==> config.mk <==
export PLATFORM = sky130hd
export DESIGN_NAME = wide_narrow_bridge
export DESIGN_NICKNAME = d
export VERILOG_FILES = /design/src/rtl/bridge_pkg.sv /design/src/rtl/bridge_page_reg.sv /design/src/rtl/bridge_lane_mux.sv /design/src/rtl/bridge_ctrl.sv /design/src/rtl/wide_narrow_bridge.sv
export SDC_FILE = /design/constraint.sdc
export NUM_CORES = 1
export LEC_CHECK = 0
export ABC_CLOCK_PERIOD_IN_PS = 2100
export BUFFER_PORTS_ARGS = -buffer_cell sky130_fd_sc_hd__buf_2
export CAP_MARGIN = 20
export CORE_AREA = 4 4 250 252
export CTS_BUF_LIST = sky130_fd_sc_hd__clkbuf_2 sky130_fd_sc_hd__clkbuf_4 sky130_fd_sc_hd__clkbuf_8
export CTS_CLUSTER_SIZE = 14
export DETAILED_ROUTE_END_ITERATION = 16
export DIE_AREA = 0 0 254 256
export PLACE_DENSITY_LB_ADDON = 0.2
export SLEW_MARGIN = 20
export SYNTH_ARGS = -nofsm -noshare
export SYNTH_HDL_FRONTEND = slang
export SYNTH_HIERARCHICAL = 1
export SYNTH_SLANG_ARGS = --single-unit
==> constraint.sdc <==
create_clock -name clk -period 2.1 [get_ports clk]
set_input_delay 0.21 -clock clk [delete_from_list [all_inputs] [get_ports clk]]
set_output_delay 0.21 -clock clk [all_outputs]
set_load 0.05 [all_outputs]
==> src/rtl/bridge_pkg.sv <==
package bridge_pkg;

  typedef enum logic [2:0] {
    ST_IDLE    = 3'd0,
    ST_RD_REQ  = 3'd1,
    ST_RD_WAIT = 3'd2,
    ST_WR_REQ  = 3'd3,
    ST_ACK     = 3'd4
  } bridge_state_e;

endpackage

==> src/rtl/bridge_page_reg.sv <==
module bridge_page_reg #(
  parameter int PAGE_W = 3
) (
  input  logic              clk,
  input  logic              rst_n,
  input  logic              ld_i,
  input  logic [PAGE_W-1:0] d_i,
  output logic [PAGE_W-1:0] q_o
);

  logic [PAGE_W-1:0] page_q;
  logic [PAGE_W-1:0] page_d;

  always_comb begin
    page_d = page_q;
    if (ld_i) page_d = d_i;
  end

  always_ff @(posedge clk or negedge rst_n) begin
    if (!rst_n) page_q <= '0;
    else        page_q <= page_d;
  end

  assign q_o = page_q;

  AST_PAGE_HOLD: assert property (@(posedge clk) disable iff (!rst_n)
    !ld_i |=> $stable(q_o));

endmodule

==> src/rtl/bridge_lane_mux.sv <==
module bridge_lane_mux #(
  parameter int CPU_DW  = 32,
  parameter int LINE_DW = 256,
  localparam int LANES  = LINE_DW / CPU_DW,
  localparam int LANE_W = $clog2(LANES)
) (
  input  logic [LINE_DW-1:0] line_i,
  input  logic [LANE_W-1:0]  lane_i,
  input  logic [CPU_DW-1:0]  wdata_i,
  output logic [CPU_DW-1:0]  lane_o,
  output logic [LINE_DW-1:0] merged_o
);

  for (genvar g = 0; g < LANES; g++) begin : g_lane
    assign merged_o[g*CPU_DW +: CPU_DW] =
      (lane_i == LANE_W'(g)) ? wdata_i : line_i[g*CPU_DW +: CPU_DW];
  end

  always_comb begin
    lane_o = '0;
    for (int i = 0; i < LANES; i++) begin
      if (lane_i == LANE_W'(i)) lane_o = line_i[i*CPU_DW +: CPU_DW];
    end
  end

endmodule

==> src/rtl/bridge_ctrl.sv <==
module bridge_ctrl
  import bridge_pkg::*;
#(
  parameter int CPU_DW   = 32,
  parameter int LINE_DW  = 256,
  parameter int PAGE_W   = 3,
  parameter int MEM_AW   = 28,
  parameter int LANE_W   = 3,
  parameter int WLINE_AW = 25
) (
  input  logic                clk,
  input  logic                rst_n,
  input  logic                cpu_stb,
  input  logic                cpu_we,
  input  logic [WLINE_AW-1:0] cpu_line,
  input  logic [LANE_W-1:0]   cpu_lane,
  input  logic [CPU_DW-1:0]   cpu_wdata,
  input  logic [PAGE_W-1:0]   page_i,
  output logic [CPU_DW-1:0]   cpu_rdata,
  output logic                cpu_ack,
  output logic                mem_cmd_valid,
  input  logic                mem_cmd_ready,
  output logic                mem_cmd_write,
  output logic [MEM_AW-1:0]   mem_cmd_addr,
  output logic [LINE_DW-1:0]  mem_wdata,
  input  logic                mem_rvalid,
  output logic [LANE_W-1:0]   lane_sel_o,
  output logic [CPU_DW-1:0]   wdata_o,
  input  logic [CPU_DW-1:0]   lane_i,
  input  logic [LINE_DW-1:0]  merged_i
);

  bridge_state_e state_q, state_d;

  logic                accept;
  logic                rd_done;
  logic                we_q;
  logic [MEM_AW-1:0]   addr_q;
  logic [LANE_W-1:0]   lane_q;
  logic [CPU_DW-1:0]   wdata_q;
  logic [LINE_DW-1:0]  line_q;
  logic [CPU_DW-1:0]   rdata_q;

  assign accept  = (state_q == ST_IDLE) && cpu_stb;
  assign rd_done = (state_q == ST_RD_WAIT) && mem_rvalid;

  always_comb begin
    state_d = state_q;
    unique case (state_q)
      ST_IDLE:    if (cpu_stb)       state_d = ST_RD_REQ;
      ST_RD_REQ:  if (mem_cmd_ready) state_d = ST_RD_WAIT;
      ST_RD_WAIT: if (mem_rvalid)    state_d = we_q ? ST_WR_REQ : ST_ACK;
      ST_WR_REQ:  if (mem_cmd_ready) state_d = ST_ACK;
      ST_ACK:                        state_d = ST_IDLE;
      default:                       state_d = ST_IDLE;
    endcase
  end

  always_ff @(posedge clk or negedge rst_n) begin
    if (!rst_n) state_q <= ST_IDLE;
    else        state_q <= state_d;
  end

  always_ff @(posedge clk or negedge rst_n) begin
    if (!rst_n) begin
      we_q    <= 1'b0;
      addr_q  <= '0;
      lane_q  <= '0;
      wdata_q <= '0;
    end else if (accept) begin
      we_q    <= cpu_we;
      addr_q  <= {page_i, cpu_line};
      lane_q  <= cpu_lane;
      wdata_q <= cpu_wdata;
    end
  end

  always_ff @(posedge clk or negedge rst_n) begin
    if (!rst_n)               line_q <= '0;
    else if (rd_done && we_q) line_q <= merged_i;
  end

  always_ff @(posedge clk or negedge rst_n) begin
    if (!rst_n)                rdata_q <= '0;
    else if (rd_done && !we_q) rdata_q <= lane_i;
  end

  assign lane_sel_o    = lane_q;
  assign wdata_o       = wdata_q;
  assign mem_cmd_valid = (state_q == ST_RD_REQ) || (state_q == ST_WR_REQ);
  assign mem_cmd_write = (state_q == ST_WR_REQ);
  assign mem_cmd_addr  = addr_q;
  assign mem_wdata     = line_q;
  assign cpu_rdata     = rdata_q;
  assign cpu_ack       = (state_q == ST_ACK);

  AST_ACK_PULSE: assert property (@(posedge clk) disable iff (!rst_n)
    cpu_ack |=> !cpu_ack);
  AST_CMD_HOLD: assert property (@(posedge clk) disable iff (!rst_n)
    (mem_cmd_valid && !mem_cmd_ready) |=>
      (mem_cmd_valid && $stable(mem_cmd_addr) && $stable(mem_cmd_write)));
  AST_WR_ACK: assert property (@(posedge clk) disable iff (!rst_n)
    (mem_cmd_valid && mem_cmd_write && mem_cmd_ready) |=> cpu_ack);
  AST_ACK_QUIET: assert property (@(posedge clk) disable iff (!rst_n)
    cpu_ack |-> !mem_cmd_valid);
  AST_ADDR_MAP: assert property (@(posedge clk) disable iff (!rst_n)
    accept |=> (mem_cmd_valid && !mem_cmd_write &&
                mem_cmd_addr == {$past(page_i), $past(cpu_line)}));

endmodule

==> src/rtl/wide_narrow_bridge.sv <==
module wide_narrow_bridge #(
  parameter int CPU_DW  = 32,
  parameter int LINE_DW = 256,
  parameter int WIN_AW  = 30,
  parameter int PAGE_W  = 3,
  localparam int LANES    = LINE_DW / CPU_DW,
  localparam int LANE_W   = $clog2(LANES),
  localparam int BYTE_OFS = $clog2(CPU_DW / 8),
  localparam int LINE_OFS = BYTE_OFS + LANE_W,
  localparam int WLINE_AW = WIN_AW - LINE_OFS,
  localparam int MEM_AW   = PAGE_W + WLINE_AW
) (
  input  logic               clk,
  input  logic               rst_n,
  input  logic               cpu_stb,
  input  logic               cpu_we,
  input  logic [WIN_AW-1:0]  cpu_addr,
  input  logic [CPU_DW-1:0]  cpu_wdata,
  output logic [CPU_DW-1:0]  cpu_rdata,
  output logic               cpu_ack,
  input  logic               page_we,
  input  logic [PAGE_W-1:0]  page_wdata,
  output logic [PAGE_W-1:0]  page_o,
  output logic               mem_cmd_valid,
  input  logic               mem_cmd_ready,
  output logic               mem_cmd_write,
  output logic [MEM_AW-1:0]  mem_cmd_addr,
  output logic [LINE_DW-1:0] mem_wdata,
  input  logic [LINE_DW-1:0] mem_rdata,
  input  logic               mem_rvalid
);

  logic [LANE_W-1:0]  lane_sel;
  logic [CPU_DW-1:0]  wdata_held;
  logic [CPU_DW-1:0]  lane_pick;
  logic [LINE_DW-1:0] line_merged;
  logic               unused_byte_bits;

  assign unused_byte_bits = ^cpu_addr[BYTE_OFS-1:0];

  bridge_page_reg #(.PAGE_W(PAGE_W)) u_page (
    .clk   (clk),
    .rst_n (rst_n),
    .ld_i  (page_we),
    .d_i   (page_wdata),
    .q_o   (page_o)
  );

  bridge_lane_mux #(.CPU_DW(CPU_DW), .LINE_DW(LINE_DW)) u_mux (
    .line_i   (mem_rdata),
    .lane_i   (lane_sel),
    .wdata_i  (wdata_held),
    .lane_o   (lane_pick),
    .merged_o (line_merged)
  );

  bridge_ctrl #(
    .CPU_DW   (CPU_DW),
    .LINE_DW  (LINE_DW),
    .PAGE_W   (PAGE_W),
    .MEM_AW   (MEM_AW),
    .LANE_W   (LANE_W),
    .WLINE_AW (WLINE_AW)
  ) u_ctrl (
    .clk           (clk),
    .rst_n         (rst_n),
    .cpu_stb       (cpu_stb),
    .cpu_we        (cpu_we),
    .cpu_line      (cpu_addr[WIN_AW-1:LINE_OFS]),
    .cpu_lane      (cpu_addr[LINE_OFS-1:BYTE_OFS]),
    .cpu_wdata     (cpu_wdata),
    .page_i        (page_o),
    .cpu_rdata     (cpu_rdata),
    .cpu_ack       (cpu_ack),
    .mem_cmd_valid (mem_cmd_valid),
    .mem_cmd_ready (mem_cmd_ready),
    .mem_cmd_write (mem_cmd_write),
    .mem_cmd_addr  (mem_cmd_addr),
    .mem_wdata     (mem_wdata),
    .mem_rvalid    (mem_rvalid),
    .lane_sel_o    (lane_sel),
    .wdata_o       (wdata_held),
    .lane_i        (lane_pick),
    .merged_i      (line_merged)
  );

endmodule

==> results.sh <==
export IMPL_status="finished, final reports clean"
export IMPL_ant_nets=0
export IMPL_cts_buffers=72
export IMPL_syn_inst=1423
export IMPL_antenna_found_initial=7
export IMPL_fillCellCount=5333
export IMPL_vias=16400
export IMPL_routabilityCongestion=0.867
export IMPL_clock_skew_ps=21.9
export IMPL_dp_cells=2827
export IMPL_finalMaxSlewViolations=0
export IMPL_final_cells=3296
export IMPL_synthFlopType="dfrtp_1"
export IMPL_final_nets=2781
export IMPL_synth_most_common_cell="dfrtp_1"
export IMPL_drt_pass1_iterations=4
export IMPL_die_h_um=256
export IMPL_end_kind="flop"
export IMPL_crit_fanout=12
export IMPL_ys_seq_elements=358
export IMPL_synth_top_area_cell="dfrtp_1"
export IMPL_fmax_ghz=0.489
export IMPL_synth_common_cells="358 x dfrtp_1, 334 x mux2_2, 230 x mux2_4"
export IMPL_hold_viol=0
export IMPL_areaGrowthSynthToFinish_pct=48.5
export IMPL_synth_compound_area_share_pct=6.74
export IMPL_dieArea_um2=65000
export IMPL_cp_required_ps=2610
export IMPL_cts_sinks=358
export IMPL_routed_wl_mm=82.7
export IMPL_clk_pin_slew_worst_paths_ps=60
export IMPL_synthAdderAreaFrac_pct=0
export IMPL_clock_latency_ps=630
export IMPL_muxShareOfSynthArea_pct=41.7
export IMPL_async_flop_share_pct=100
export IMPL_clockBufferDepth=3
export IMPL_synthTopCellsByArea="dfrtp_1 45%, mux2_2 19%, mux2_4 17%"
export IMPL_worst_slew_pin_slew_ps=562
export IMPL_grt_max_degree=71
export IMPL_grt_use_total_pct=24.4
export IMPL_slew_headroom_pct=62.4
export IMPL_coreArea_um2=60100
export IMPL_post_drt_wl_per_cell_um=25.1
export IMPL_first_global_vias=18000
export IMPL_grt_pass1_wl_mm=120
export IMPL_critPathKind="flop to flop"
export IMPL_post_route_min_period_ps=2050
export IMPL_setup_viol=0
export IMPL_cts_max_level=3
export IMPL_synth_cell_types=39
export IMPL_clockRootBuffer="clkbuf_8"
export IMPL_leakage_nw=14.5
export IMPL_synth_edff_count=0
export IMPL_grt_overflow=0
export IMPL_fin_crit_sh_pct=97.4
export IMPL_max_vdd_ir_drop_mv=1.01
export IMPL_numPortBuffers=647
export IMPL_yosysTopAreaCellShare_pct=44.6
export IMPL_avgSynthCellArea_um2=14.1
export IMPL_synthesis_area_um2=20100
export IMPL_ys_seq_area_share_pct=44.6
export IMPL_synth_top_family_by_area="multiplexers"
export IMPL_via_per_inst=4.99
export IMPL_synth_xor_area_share_pct=0
export IMPL_synth_warning_count=6
export IMPL_powerDensity_nw_per_um2=1790
export IMPL_start_util_pct=33.4
export IMPL_syn_nets=1751
export IMPL_ios=650
export IMPL_cts_tree="built"
export IMPL_drcViolationCount=0
export IMPL_drt_initial_drc_count=762
export IMPL_synth_simple_area_share_pct=2.71
export IMPL_cap_violations=0
export IMPL_drive_above_1_share_pct=59.3
export IMPL_hpwlAfterDp_mm=57.5
export IMPL_placementRows=90
export IMPL_min_delay_path_class="primary input to flop"
export IMPL_cp_arrival_ps=2560
export IMPL_die_w_um=254
export IMPL_start_kind="flop"
export IMPL_fin_worst_hold_slack_ps=83.9
## critical path, cell delays in order (launching register included)
cell     delay [ps]
dfrtp_4         500
nor2b_4         260
nor2b_4         200
buf_12          130
buf_12          180
mux2_2          370
mux2_4          270
## power by group
group	total, mW	internal [mW]	leakage (nW)	switching (mW)
Clock	7.98	4.70	0.843	3.28
Combinational	32.2	12.0	9.35	20.2
Sequential	13.3	10.3	4.34	3.01
Total	53.5	27.0	14.5	26.5
## metrics by stage
step	setup TNS [ps]	instance area (µm²)	total power, mW	util, %	worst slack [ps]
2_1_floorplan	0	20100	35.0	-	308
3_3_place_gp	-510	24800	44.4	41.3	-29.2
3_5_place_dp	-2020	24800	44.7	41.3	-89.4
4_1_cts	0	29700	53.5	49.4	6.65
5_1_grt	-11.2	29800	55.7	49.6	-7.49
6_report	0	29800	53.5	49.6	53.6
## layer usage
| metal | vias to the layer above | global-route usage, % | part of all wire, % |
|---|---|---|---|
| met5 | - | 0 | 0 |
| met4 | 0 | 8.49 | 3.6 |
| met3 | 175 | 5.67 | 6.0 |
| met2 | 637 | 40.6 | 48 |
| met1 | 8263 | 31.2 | 42 |
| li1 | 7364 | - | - |
## layout make-up
class	instances	area, µm²	share of cell area, %
diodes	5	12.5	0.0419
clock buffers	115	1430	4.80
clock inverters	15	161	0.541
inverters	3	11.3	0.0377
multi-input cells	950	10400	34.8
flip-flops and latches	358	8970	30.1
well taps	782	978	3.28
repair buffers	1068	7900	26.5
## flip-flops by register name, indices dropped and copies added (netlist names)
| signal | flops |
|---|---|
| u_ctrl/lane_sel_o | 3 |
| u_ctrl/we_q | 1 |
| u_ctrl/cpu_rdata | 32 |
| u_ctrl/wdata_o | 32 |
| u_ctrl/state_q | 3 |
| u_page/q_o | 3 |
| u_ctrl/mem_wdata | 256 |
| u_ctrl/mem_cmd_addr | 28 |
## layout by cell type, fill, tap and decap left out, drive strengths merged, types with 8 or more instances in the layout
cell         synthesis  final
a21oi               61     61
a221oi              27     27
a22oi               32     32
buf                 99    741
clkbuf              13    117
clkinv               0      8
dfrtp              358    358
dlygate4sd3          0    325
mux2               611    611
mux2i               64     64
nand2               59     59
o31a                26     26
or2                 26     26
## final timing paths
check | startpoint | end | slack, ps | cells after the start
worst min-delay path | mem_rdata[0] | u_ctrl/mem_wdata[0]$_DFFE_PN0P_ | 80 | 3
worst max register to register | u_ctrl/lane_sel_o[1]$_DFFE_PN0P_ | u_ctrl/mem_wdata[78]$_DFFE_PN0P_ | 50 | 6
worst min register to register | u_ctrl/mem_wdata[242]$_DFFE_PN0P_ | u_ctrl/mem_wdata[242]$_DFFE_PN0P_ | 490 | 1
worst max-delay path | u_ctrl/lane_sel_o[1]$_DFFE_PN0P_ | u_ctrl/mem_wdata[78]$_DFFE_PN0P_ | 50 | 6
min in group asynchronous | rst_n | u_ctrl/wdata_o[5]$_DFFE_PN0P_ | 110 | 2
max in group asynchronous | rst_n | u_ctrl/mem_wdata[163]$_DFFE_PN0P_ | 1140 | 4
## repair_timing
item	4_1_cts	5_1_grt
gates resized for setup	0	6
hold buffers	325	0
hold endpoints to repair	663	0
setup buffers	2	6
endpoints found under the setup margin	33	23
cloned	0	2
## kinds of logic (layout without fill, tap and decap cells)
| group | count (synthesis) | count (layout) |
|---|---|---|
| AND/OR/NAND/NOR | 105 | 105 |
| other | 0 | 5 |
| multiplexers | 675 | 675 |
| flip-flops | 358 | 358 |
| AO/OA/AOI/OAI | 170 | 170 |
| buffers and inverters | 115 | 1201 |
Power figures use the tool's default switching activity.
